`config.mk`:
```
export PLATFORM = sky130hd
export DESIGN_NAME = gpio_debounce
export DESIGN_NICKNAME = d
export VERILOG_FILES = /design/src/rtl/gpio_db_pkg.sv /design/src/rtl/gpio_db_sync.sv /design/src/rtl/gpio_db_setup.sv /design/src/rtl/gpio_db_timer.sv /design/src/rtl/gpio_debounce.sv
export SDC_FILE = /design/constraint.sdc
export NUM_CORES = 1
export LEC_CHECK = 0
export BUFFER_PORTS_ARGS = -buffer_cell sky130_fd_sc_hd__buf_2
export CAP_MARGIN = 15
export CORE_MARGIN = 3
export CORE_UTILIZATION = 40
export CTS_BUF_LIST = sky130_fd_sc_hd__clkbuf_8
export DETAILED_ROUTE_END_ITERATION = 8
export GPL_TIMING_DRIVEN = 0
export PLACE_DENSITY = 0.55
export SLEW_MARGIN = 20
export SYNTH_ARGS = -nofsm -noshare
export SYNTH_HDL_FRONTEND = slang
export SYNTH_SLANG_ARGS = --single-unit
```
`constraint.sdc`:
```
create_clock -name clk -period 4.8 [get_ports clk]
set_input_delay 0.24 -clock clk [delete_from_list [all_inputs] [get_ports clk]]
set_output_delay 0.24 -clock clk [all_outputs]
set_load 0.05 [all_outputs]
```
`src/rtl/gpio_db_pkg.sv`:
```
package gpio_db_pkg;

    localparam int DB_CNT_W = 4;

    typedef enum logic [1:0] {
        FLT_BYPASS    = 2'd0,
        FLT_KEEP_LOW  = 2'd1,
        FLT_KEEP_HIGH = 2'd2,
        FLT_REMOVE    = 2'd3
    } flt_mode_e;

    typedef struct packed {
        logic [DB_CNT_W-1:0] count;
        logic                unit_sel;
        logic                range_sel;
        flt_mode_e           mode;
    } db_setup_t;

    // fallback used when a filtering type is requested with a zero count
    localparam logic [DB_CNT_W-1:0] DEF_COUNT = '1;
    localparam logic                DEF_UNIT  = 1'b1;
    localparam logic                DEF_RANGE = 1'b0;

    function automatic int unit_ticks(input logic range_sel, input logic unit_sel,
                                      input int t0, input int t1,
                                      input int t2, input int t3);
        case ({range_sel, unit_sel})
            2'b00:   return t0;
            2'b01:   return t1;
            2'b10:   return t2;
            default: return t3;
        endcase
    endfunction

    // true when the given input level bypasses the timeout in this mode
    function automatic logic passes_now(input flt_mode_e m, input logic lvl);
        case (m)
            FLT_BYPASS:    return 1'b1;
            FLT_KEEP_LOW:  return !lvl;
            FLT_KEEP_HIGH: return lvl;
            default:       return 1'b0;
        endcase
    endfunction

endpackage

```
`src/rtl/gpio_db_sync.sv`:
```
module gpio_db_sync #(
    parameter int STAGES = 2
) (
    input  logic clk,
    input  logic rst,
    input  logic din,
    output logic dout
);
    logic [STAGES-1:0] chain_q;

    for (genvar s = 0; s < STAGES; s++) begin : g_stage
        if (s == 0) begin : g_first
            always_ff @(posedge clk) begin
                if (rst) chain_q[0] <= 1'b0;
                else     chain_q[0] <= din;
            end
        end else begin : g_next
            always_ff @(posedge clk) begin
                if (rst) chain_q[s] <= 1'b0;
                else     chain_q[s] <= chain_q[s-1];
            end
        end
    end

    assign dout = chain_q[STAGES-1];
endmodule

```
`src/rtl/gpio_db_setup.sv`:
```
module gpio_db_setup
    import gpio_db_pkg::*;
#(
    parameter int UNIT_T0 = 2,
    parameter int UNIT_T1 = 8,
    parameter int UNIT_T2 = 512,
    parameter int UNIT_T3 = 2048,
    parameter int TW      = 15
) (
    input  logic [DB_CNT_W-1:0] db_count,
    input  logic                db_unit_sel,
    input  logic                db_range_sel,
    input  logic [1:0]          db_type,
    output db_setup_t           eff,
    output logic [TW-1:0]       limit
);
    int ticks;

    always_comb begin
        eff.count     = db_count;
        eff.unit_sel  = db_unit_sel;
        eff.range_sel = db_range_sel;
        eff.mode      = flt_mode_e'(db_type);
        if (eff.mode != FLT_BYPASS && db_count == '0) begin
            eff.count     = DEF_COUNT;
            eff.unit_sel  = DEF_UNIT;
            eff.range_sel = DEF_RANGE;
            eff.mode      = FLT_REMOVE;
        end
        ticks = int'(eff.count) *
                unit_ticks(eff.range_sel, eff.unit_sel, UNIT_T0, UNIT_T1, UNIT_T2, UNIT_T3);
        limit = TW'(ticks);
    end
endmodule

```
`src/rtl/gpio_db_timer.sv`:
```
module gpio_db_timer #(
    parameter int TW = 15
) (
    input  logic          clk,
    input  logic          rst,
    input  logic          clear,
    input  logic          tick,
    input  logic [TW-1:0] limit,
    output logic          expired,
    output logic [TW-1:0] count_q
);
    logic [TW-1:0] count_inc;

    always_comb begin
        count_inc = count_q + TW'(1);
        expired   = tick && !clear && (count_inc >= limit);
    end

    always_ff @(posedge clk) begin
        if (rst || clear)  count_q <= '0;
        else if (expired)  count_q <= '0;
        else if (tick)     count_q <= count_inc;
    end
endmodule

```
`src/rtl/gpio_debounce.sv`:
```
module gpio_debounce
    import gpio_db_pkg::*;
#(
    parameter int SYNC_STAGES = 2,
    parameter int UNIT_T0     = 2,
    parameter int UNIT_T1     = 8,
    parameter int UNIT_T2     = 512,
    parameter int UNIT_T3     = 2048
) (
    input  logic                clk,
    input  logic                rst,
    input  logic                pin_raw,
    input  logic                rtc_tick,
    input  logic [DB_CNT_W-1:0] db_count,
    input  logic                db_unit_sel,
    input  logic                db_range_sel,
    input  logic [1:0]          db_type,
    output logic                pin_out
);
    localparam int MAX_LIMIT = ((1 << DB_CNT_W) - 1) * UNIT_T3;
    localparam int TIMER_W   = $clog2(MAX_LIMIT + 1);
    localparam int FILL_W    = $clog2(SYNC_STAGES + 2);
    localparam logic [FILL_W-1:0] FILL_DONE = FILL_W'(SYNC_STAGES + 1);

    logic               sync_q;
    db_setup_t          eff;
    logic [1:0]         eff_mode;
    logic [TIMER_W-1:0] limit;
    logic               tmr_clear;
    logic               tmr_expired;
    logic [TIMER_W-1:0] tmr_cnt;
    logic [FILL_W-1:0]  fill_q;
    logic               primed;
    logic               immediate;
    logic               out_q;

    gpio_db_sync #(.STAGES(SYNC_STAGES)) u_sync (
        .clk  (clk),
        .rst  (rst),
        .din  (pin_raw),
        .dout (sync_q)
    );

    gpio_db_setup #(
        .UNIT_T0 (UNIT_T0),
        .UNIT_T1 (UNIT_T1),
        .UNIT_T2 (UNIT_T2),
        .UNIT_T3 (UNIT_T3),
        .TW      (TIMER_W)
    ) u_setup (
        .db_count     (db_count),
        .db_unit_sel  (db_unit_sel),
        .db_range_sel (db_range_sel),
        .db_type      (db_type),
        .eff          (eff),
        .limit        (limit)
    );

    gpio_db_timer #(.TW(TIMER_W)) u_timer (
        .clk     (clk),
        .rst     (rst),
        .clear   (tmr_clear),
        .tick    (rtc_tick),
        .limit   (limit),
        .expired (tmr_expired),
        .count_q (tmr_cnt)
    );

    // priming: output tracks the synchroniser until it has filled
    always_ff @(posedge clk) begin
        if (rst)          fill_q <= '0;
        else if (!primed) fill_q <= fill_q + FILL_W'(1);
    end

    always_comb begin
        primed    = (fill_q == FILL_DONE);
        eff_mode  = eff.mode;
        immediate = passes_now(eff.mode, sync_q);
        tmr_clear = !primed || immediate || (sync_q == out_q);
    end

    always_ff @(posedge clk) begin
        if (rst)                       out_q <= 1'b0;
        else if (!primed || immediate) out_q <= sync_q;
        else if (tmr_expired)          out_q <= sync_q;
    end

    assign pin_out = out_q;
endmodule

```
==> impl_metrics.json, run 1 <==
{
  "outcome": "finished clean",
  "yosysWarnings": 0,
  "drc": 0,
  "ioPinCount": 13,
  "final_core_util": 0.4675,
  "rows": 23,
  "final_hold_viol_count": 0,
  "p_total_mw": 0.4127,
  "fillers": 397,
  "cts_resized": 0,
  "gp_congestion": 0.7782,
  "antenna_found_initial": 0,
  "period_share": 0.7131,
  "syn_avg_cell_area_um2": 8.430,
  "clkLatencyLatePin_ps": 260,
  "grt_max_degree": 13,
  "coreArea_um2": 4058,
  "maxCapViolations": 0,
  "dr.pass1.iters": 4,
  "final_cell_area_um2": 1897,
  "worst_slack_ps": 1377,
  "syn_area_um2": 1703,
  "wl_um": 3817,
  "syn2layout_area_growth_pct": 11.39,
  "rsz0062_at_grt": "no",
  "antenna_left": 0,
  "htreeDepth": 1,
  "drive_above_1_share": 0.1193,
  "path_cells": "ha_1 -> nand4_2 -> nor3_1 -> nand3_1 -> xnor2_1 -> ha_1 -> nand3_1 -> nor2_1 -> nand4_2 -> a21oi_2 -> mux2i_1",
  "p_leak_nw": 0.8507,
  "cts_tree": "done",
  "cts_buffer_depth": 2,
  "maxSlewViolCount": 0,
  "grt_pass1_wl_um": 6734,
  "worst_pin_slew_ps": 635.1,
  "grt-ovfl-total": 0,
  "grt_usage": 0.1606,
  "dp_hpwl_um": 2985,
  "critPathCaptureType": "flop",
  "vdd_drop_max_mv": 0.1519,
  "slew_headroom": 0.5734,
  "p_per_area_nw_per_um2": 217.6,
  "final_cell_mix": "ha_1 (26), nand2_1 (20), dfxtp_1 (20), buf_2 (14)",
  "clkTransAtPathRegs_ps": 80,
  "min_period_ps": 3423,
  "vias_per_cell": 5.549,
  "worstSetupPathType": "reg -> reg",
  "syn_nets": 240,
  "cts_setup_buffers": 0,
  "diodes": 0,
  "fmax_ghz": 0.2921,
  "max_stage_delay_ps": 540,
  "final_common_cell": "ha_1",
  "nets": 257,
  "fin_setup_tns_ps": 0,
  "setup_viol": 0,
  "required_ps": 5000,
  "start_kind": "flop",
  "cp.arrival_ps": 3620,
  "netlist_instances": 202,
  "wl_per_cell_um": 14.24,
  "synth_edf_count": 0,
  "dominantRegCellSynth": "dfxtp_1",
  "start_util": 0.4197,
  "skew_ps": 4.510,
  "ys_types": 40,
  "seq_area_frac_synth": 0.2351,
  "cts_buffers": 3,
  "die_h_um": 71.25,
  "die_area_um2": 5076,
  "async_flop_share": 0,
  "synth_seq_cells": 20,
  "die-width_um": 71.25,
  "clockRootBuffer": "clkbuf_8",
  "dpl_cell_area_um2": 1826,
  "grt_pass1_vias": 1510,
  "vias": 1487,
  "clock_sinks": 20,
  "dr.first_iter.drc_count": 47,
  "crit_slowest_cell": "nor3_1",
  "pre_cts_slack_ps": 1179,
  "hold_class": "in -> reg",
  "crit_path_max_fanout": 10,
  "ctsHoldBuffers": 0,
  "port_buffers": 12
}
==> power breakdown <==
| part | total [mW] | internal (mW) | switching [mW] |
|---|---|---|---|
| registers | 0.174 | 0.171 | 0.00303 |
| logic | 0.0673 | 0.0286 | 0.0387 |
| clock network | 0.172 | 0.111 | 0.0603 |
==> path summary, 6_finish.rpt <==
kind,slack [ps],start,end,cells past startpoint
max reg2reg,1380,u_timer.count_q[0],pin_out,11
min reg2reg,460,u_sync.chain_q[0],u_sync.dout,1
max,1380,u_timer.count_q[0],pin_out,11
min,180,pin_raw,u_sync.chain_q[0],2
==> cells in the mapped netlist (2+ instances only) <==
library cell | n | area share
nor3b_1 | 2 | 0.0088
nor2_1 | 8 | 0.018
nand4_1 | 9 | 0.033
o211ai_1 | 3 | 0.013
nand2_1 | 20 | 0.044
inv_1 | 8 | 0.018
nand4_2 | 2 | 0.015
nor4b_1 | 2 | 0.010
and3_1 | 5 | 0.018
xnor2_1 | 11 | 0.057
nor2b_1 | 5 | 0.018
o21a_1 | 3 | 0.013
dfxtp_1 | 20 | 0.24
ha_1 | 26 | 0.19
and2_1 | 4 | 0.015
buf_2 | 2 | 0.0059
a21oi_1 | 12 | 0.035
nor3_1 | 7 | 0.021
nand3_1 | 12 | 0.035
xor2_1 | 11 | 0.057
a21o_1 | 6 | 0.026
nand2b_1 | 3 | 0.011
mux2i_1 | 2 | 0.012
a31oi_1 | 2 | 0.0073
o21ai_0 | 2 | 0.0059
==> kinds of logic (layout without fill, tap and decap cells) <==
group,Yosys count,in the layout,synth area share
simple gates,83,83,0.2682
flops,20,20,0.2351
compound gates,34,34,0.1315
fa+ha+maj,26,26,0.1910
xor+xnor,22,22,0.1131
mux,3,3,0.01837
buf+inv,14,30,0.04262
==> through the flow <==
step,hold WS [ps],instances
after floorplan,311.6,202
after global placement,416.9,264
after detailed placement,458.5,264
after CTS,180.6,268
after global routing,172.0,268
final,181.6,268
==> metal layers <==
metal / track usage / part of all wire / up-vias
met5: 0 / 0 / -
met4: 0.03967 / 0.012 / 0
met3: 0.02244 / 0.029 / 6
met2: 0.2561 / 0.44 / 20
met1: 0.2288 / 0.52 / 697
li1: - / - / 764
==> flip-flops by register name, summed over array words and instances (netlist names) <==
register and flops:
pin_out 1, u_sync.dout 1, fill_q 2, u_timer.count_q 15, u_sync.chain_q 1
==> cell type report <==
| cell class | instances | area, um2 | share of cell area |
|---|---|---|---|
| multi-input combinational | 168 | 1230 | 0.6484 |
| inverter | 8 | 30.03 | 0.01583 |
| clock inverter | 1 | 30.03 | 0.01583 |
| tap | 50 | 62.56 | 0.03298 |
| sequential | 20 | 400.4 | 0.2111 |
| clock buffer | 3 | 41.29 | 0.02177 |
| timing repair buffer | 12 | 60.06 | 0.03166 |
| buffer | 6 | 42.54 | 0.02243 |
==> worst max-delay path: cells and delay by family, from the launching register on <==
family / cells / cell delay (ps)
and+or+nand+nor: 6 / 1530
DFF: 1 / 430
adders and majority gates: 2 / 560
xor gates and xnor gates: 1 / 180
AOI/OAI and AO/OA: 1 / 440
muxes: 1 / 220
(Power assumes the default switching activity.)
==> run 2: changes to the inputs <==
==> constraint.sdc (replaced) <==
create_clock -name clk -period 3.2 [get_ports clk]
set_input_delay 0.16 -clock clk [delete_from_list [all_inputs] [get_ports clk]]
set_output_delay 0.16 -clock clk [all_outputs]
set_load 0.05 [all_outputs]
==> run 2 against run 1 <==
Net effect: power is 51% higher; sequential share of layout area is 0.65 points lower; register-to-register slack lost 1100 ps; highest routed layer unchanged.
==> impl_metrics.json, run 2 (synthesized netlist as in run 1, its figures left out) <==
{
  "dp.cells": 264,
  "p_per_area_nw_per_um2": 315.8,
  "syn2layout_area_growth_pct": 16.02,
  "p_leak_nw": 0.8985,
  "clkPwrFrac": 0.411,
  "grt_pass1_wl_um": 6775,
  "ioPinCount": 13,
  "vias": 1532,
  "rows": 23,
  "r2r_setup_slack_ps": 230,
  "wl_per_cell_um": 14.45,
  "final_cell_area_um2": 1976,
  "largest_reg_flops": 15,
  "top_register": "u_timer.count_q",
  "clkTransAtPathRegs_ps": 80,
  "die_h_um": 71.25,
  "instances_no_fill": 273,
  "dp_hpwl_um": 2985,
  "switching_share": 0.2471,
  "period_share": 0.9276,
  "wl_met1_um": 1869,
  "worst_slack_ps": 231.7,
  "grt_max_degree": 13,
  "drive_above_1_share": 0.1704,
  "rsz0062_at_grt": "yes",
  "htreeDepth": 1,
  "pwr-share-comb": 0.171,
  "antenna_found_initial": 0,
  "final_cell_mix": "ha_1 (26), nand2_1 (20), dfxtp_1 (17), buf_2 (14)",
  "start_kind": "primary input",
  "antenna_left": 0,
  "crit_path_max_fanout": 7,
  "vias_per_cell": 5.612,
  "die-width_um": 71.25,
  "fin_setup_tns_ps": 0,
  "skew_ps": 6.340,
  "grt_pass1_vias": 1524,
  "maxSlewViolCount": 0,
  "route.met3.wl_um": 194,
  "hold_class": "in -> reg",
  "cts_tree": "done",
  "path_cells": "buf_2 -> nor2b_1 -> and2_1 -> ha_1 -> ha_1 -> ha_1 -> xnor2_1 -> xnor2_1 -> ha_1 -> nand3_1 -> nor2_1 -> o31a_1 -> nor3b_2 -> buf_4 -> a21oi_4 -> mux2i_1",
  "grt_usage": 0.1618,
  "switching_power_mw": 0.1542,
  "worst_pin_slew_ps": 418.4,
  "dpl_cell_area_um2": 1826,
  "worstSetupPathType": "in -> reg",
  "crit_slowest_cell": "ha_1",
  "slew_headroom": 0.7211,
  "final_common_cell": "ha_1",
  "fmax_ghz": 0.3369,
  "die_area_um2": 5076,
  "cts_buffer_depth": 2,
  "required_ps": 3400,
  "wl_met2_um": 1836,
  "maxUsedRoutingLayer": "met4",
  "cts_buffers": 3,
  "wl_um": 3944,
  "maxCapViolations": 0,
  "critPathCaptureType": "flop",
  "grt-ovfl-total": 0,
  "intPower_mw": 0.4697,
  "worst-path-buf-inv": 2,
  "clkLatencyLatePin_ps": 260,
  "crit_family": "adder cells",
  "reg_top3": "u_timer.count_q (15), fill_q (2)",
  "vdd_drop_max_mv": 0.2255,
  "cp.arrival_ps": 3170,
  "start_util": 0.4197,
  "dr.first_iter.drc_count": 64,
  "drc": 0,
  "crit_top_cell": "ha_1",
  "pre_cts_slack_ps": -340.7,
  "dr.pass1.iters": 4,
  "diodes": 0,
  "max_stage_delay_ps": 310,
  "gp_congestion": 0.7782,
  "power.share.sequential": 0.418,
  "fillers": 387,
  "setup_viol": 0,
  "port_buffers": 12,
  "min_period_ps": 2968,
  "nets": 262,
  "outcome": "finished clean",
  "clock_sinks": 20,
  "final_hold_viol_count": 0,
  "coreArea_um2": 4058,
  "clockRootBuffer": "clkbuf_8"
}
## run 2: power by group through the flow
stage | sequential [mW] | clock [mW] | combinational, mW
3_3_place_gp | 0.266 | 0 | 0.0957
5_1_grt | 0.262 | 0.274 | 0.120
3_5_place_dp | 0.267 | 0 | 0.101
2_1_floorplan | 0.267 | 0 | 0.0679
4_1_cts | 0.261 | 0.262 | 0.103
6_report | 0.261 | 0.256 | 0.107
## run 2: through the flow
| stage | hold slack, ps | util | total power, mW |
|---|---|---|---|
| 3_3_place_gp | 369.2 | 0.4499 | 0.3615 |
| 2_1_floorplan | 231.6 | - | 0.3349 |
| 6_report | 102.1 | 0.4869 | 0.6239 |
| 5_1_grt | 91.95 | 0.4869 | 0.6564 |
| 4_1_cts | 100.6 | 0.4706 | 0.6260 |
| 3_5_place_dp | 378.5 | 0.4499 | 0.3673 |
## run 2: final timing paths
check                           depth (start not counted)          startpoint                 to
worst min-delay path                                    2             pin_raw  u_sync.chain_q[0]
worst max register to register                         13  u_timer.count_q[0]            pin_out
worst min register to register                          1   u_sync.chain_q[0]        u_sync.dout
worst max-delay path                                   16        db_range_sel            pin_out
## run 2: worst reg2reg max path, stage by stage, from the launching register on
cell     delay [ps]
dfxtp_2         380
ha_1            240
nand4_2         220
nor3_4          270
nand3_1         140
xnor2_1         160
ha_1            300
nand3_1         100
nor2_1          240
o31a_1          210
nor3b_2          60
buf_4           150
a21oi_4         240
mux2i_1         210
## run 2: layer usage
layer | up-vias | GRT usage
met4 | 0 | 0.03967
met3 | 6 | 0.02244
met2 | 42 | 0.2643
met1 | 711 | 0.2253
li1 | 773 | -
met5 | - | 0
## run 2: layout make-up
class / count / area (um2) / share of cell area
well taps: 50 / 62.56 / 0.03167
inverters: 8 / 30.03 / 0.01520
flip-flops and latches: 20 / 404.1 / 0.2046
clock inverters: 1 / 30.03 / 0.01520
repair buffers: 17 / 97.59 / 0.04940
multi-input cells: 168 / 1267 / 0.6415
clock buffers: 3 / 41.29 / 0.02090
plain buffers: 6 / 42.54 / 0.02153
## run 2: timing repair
item	4_1_cts	5_1_grt
resized for setup	2	8
setup buffers	0	5
hold buffers	0	0
setup endpoints to repair	6	16
pin swaps	0	4
==> run 3: changes to the inputs <==
--- a/config.mk
+++ b/config.mk
@@ -12,7 +12,7 @@
 export CTS_BUF_LIST = sky130_fd_sc_hd__clkbuf_8
 export DETAILED_ROUTE_END_ITERATION = 8
 export GPL_TIMING_DRIVEN = 0
-export PLACE_DENSITY = 0.55
+export PLACE_DENSITY = 0.57
 export SLEW_MARGIN = 20
 export SYNTH_ARGS = -nofsm -noshare
 export SYNTH_HDL_FRONTEND = slang
==> constraint.sdc (replaced) <==
create_clock -name clk -period 2.65 [get_ports clk]
set_input_delay 0.1325 -clock clk [delete_from_list [all_inputs] [get_ports clk]]
set_output_delay 0.1325 -clock clk [all_outputs]
set_load 0.05 [all_outputs]
==> run 3 against run 2 <==
Net effect: the flow now finishes with violations (setup timing); via count increased by 1.5%; setup slack got worse by 360 ps; global-route usage increased by 1.2 points; core utilization increased by 9.3 points; critical path type is now reg -> reg.
==> impl_metrics.json, run 3 (synthesized netlist as in run 1, its figures left out) <==
{
  "drive_above_1_share": 0.3598,
  "antenna_found_initial": 0,
  "hold_depth": 2,
  "power.share.sequential": 0.394,
  "r2r-end": "u_timer.count_q[3]",
  "grt_pass1_vias": 1485,
  "pwr-share-comb": 0.215,
  "grt_usage": 0.1739,
  "grt-ovfl-total": 0,
  "gp_congestion": 0.7734,
  "worst-path-buf-inv": 1,
  "top_register": "u_timer.count_q",
  "clkTransAtPathRegs_ps": 80,
  "crit_family": "simple AND/OR/NAND/NOR gates",
  "worstSetupPathType": "reg -> reg",
  "min_from": "pin_raw",
  "violations": "setup timing",
  "maxCapViolations": 0,
  "worst_slack_ps": -125.0,
  "skew_ps": 3.086,
  "grt_max_degree": 13,
  "dr.first_iter.drc_count": 30,
  "dpl_cell_area_um2": 1858,
  "clock_sinks": 20,
  "dp.cells": 264,
  "max_stage_delay_ps": 380,
  "p_per_area_nw_per_um2": 335.2,
  "instances_no_fill": 289,
  "diodes": 0,
  "die_h_um": 71.25,
  "intPower_mw": 0.5903,
  "nets": 278,
  "drc": 0,
  "maxSlewViolCount": 0,
  "vias_per_cell": 5.381,
  "wl_um": 4116,
  "rr_startpoint": "u_timer.count_q[1]",
  "final_cell_mix": "buf_4 (20), nand2_1 (20), ha_1 (17), dfxtp_1 (14), buf_2 (11)",
  "slew_headroom": 0.7002,
  "wl_per_cell_um": 14.24,
  "cts_tree": "done",
  "syn2layout_area_growth_pct": 38.06,
  "fin_setup_tns_ps": -501.0,
  "reg_top3": "u_timer.count_q (15), fill_q (2)",
  "final_hold_viol_count": 0,
  "rsz0062_at_grt": "yes",
  "worst_pin_slew_ps": 449.7,
  "dp_hpwl_um": 2679,
  "switching_share": 0.2510,
  "cts_buffer_depth": 2,
  "die_area_um2": 5076,
  "ctsHoldBuffers": 0,
  "largest_reg_flops": 15,
  "min_period_ps": 2775,
  "htreeDepth": 1,
  "die-width_um": 71.25,
  "crit_path_max_fanout": 5,
  "port_buffers": 12,
  "outcome": "finished with violations",
  "critPathCaptureType": "flop",
  "period_share": 1.047,
  "coreArea_um2": 4058,
  "clockRootBuffer": "clkbuf_8",
  "r2r_cells": 13,
  "ioPinCount": 13,
  "clkLatencyLatePin_ps": 260,
  "required_ps": 2840,
  "antenna_left": 0,
  "start_kind": "flop",
  "setup_viol": 9,
  "path_cells": "ha_4 -> nand4_4 -> nor3_4 -> nand3_1 -> xnor2_1 -> ha_2 -> nand3_2 -> nor2_4 -> o31a_1 -> nor3b_4 -> buf_6 -> nand4_1 -> a21oi_2",
  "vdd_drop_max_mv": 0.2143,
  "fillers": 383,
  "start_util": 0.4197,
  "rows": 23,
  "p_leak_nw": 1.012,
  "crit_slowest_cell": "dfxtp_4",
  "dr.pass1.iters": 4,
  "clkPwrFrac": 0.391,
  "cts_buffers": 3,
  "cp.arrival_ps": 2960,
  "switching_power_mw": 0.1978,
  "fmax_ghz": 0.3604,
  "hold_path_end": "u_sync.chain_q[0]",
  "final_cell_area_um2": 2351,
  "hold_class": "in -> reg",
  "grt_pass1_wl_um": 7086,
  "vias": 1555,
  "r2r_setup_slack_ps": -120
}
## run 3: cell types whose count changed in the layout (fill, tap and decap cells not counted), sizes merged
cell / delta
buf: +16
## run 3: what timing repair did
item | CTS | global route
setup endpoints to repair | 16 | 16
gates resized for setup | 44 | 15
cloned | 1 | 0
pin swaps | 36 | 21
buffers inserted | 16 | 4
## run 3: per-stage QoR
| step | power [mW] | worst slack (ps) | util | hold slack, ps |
|---|---|---|---|---|
| 2_1_floorplan | 0.4088 | -14.72 | - | 204.1 |
| 3_3_place_gp | 0.4445 | -536.2 | 0.4579 | 344.9 |
| 3_5_place_dp | 0.4453 | -556.7 | 0.4579 | 347.6 |
| 4_1_cts | 0.7882 | -30.96 | 0.5600 | 72.39 |
| 5_1_grt | 0.8291 | -219.5 | 0.5794 | 67.01 |
| 6_report | 0.7880 | -125.0 | 0.5794 | 73.37 |
## run 3: area by class of cell
class / instances / area [um2] / share of cell area
Buffer: 6 / 42.54 / 0.01809
Clock buffer: 3 / 41.29 / 0.01756
Clock inverter: 1 / 30.03 / 0.01277
Inverter: 8 / 30.03 / 0.01277
Multi-Input combinational cell: 168 / 1474 / 0.6269
Sequential cell: 20 / 417.9 / 0.1778
Tap cell: 50 / 62.56 / 0.02661
Timing Repair Buffer: 33 / 252.7 / 0.1075
## run 3: per-layer routing
layer,track usage,up-vias,wire length [um],share of wire
met4,0.03758,0,38,0.0092
li1,-,808,-,-
met5,0,-,0,0
met1,0.2353,716,1965,0.48
met3,0.02525,4,120,0.029
met2,0.2939,27,1991,0.48
## run 3: worst reg2reg max path, stage by stage, from the launching register on
cell and delay (ps):
dfxtp_4 380, ha_4 150, nand4_4 90, nor3_4 350, nand3_1 140, xnor2_1 200
ha_2 310, nand3_2 90, nor2_4 40, o31a_1 120, nor3b_4 340, buf_6 170
nand4_1 130, a21oi_2 180
## run 3: worst max-delay path by stage
stage / slack [ps] / cells past startpoint / startpoint / end
after CTS: -30 / 13 / u_timer.count_q[1] / u_timer.count_q[4]
after global placement: -540 / 15 / db_count[1] / pin_out
after global routing: -220 / 12 / u_timer.count_q[0] / u_timer.count_q[3]
after floorplan: -10 / 14 / db_count[1] / pin_out
final: -120 / 13 / u_timer.count_q[1] / u_timer.count_q[3]
after detailed placement: -560 / 15 / db_count[1] / pin_out
## run 3: power groups by stage
stage | clock network (mW) | registers [mW] | logic [mW]
2_1_floorplan | 0 | 0.322 | 0.0864
3_3_place_gp | 0 | 0.321 | 0.123
3_5_place_dp | 0 | 0.322 | 0.124
4_1_cts | 0.315 | 0.310 | 0.163
5_1_grt | 0.329 | 0.311 | 0.189
6_report | 0.308 | 0.310 | 0.169
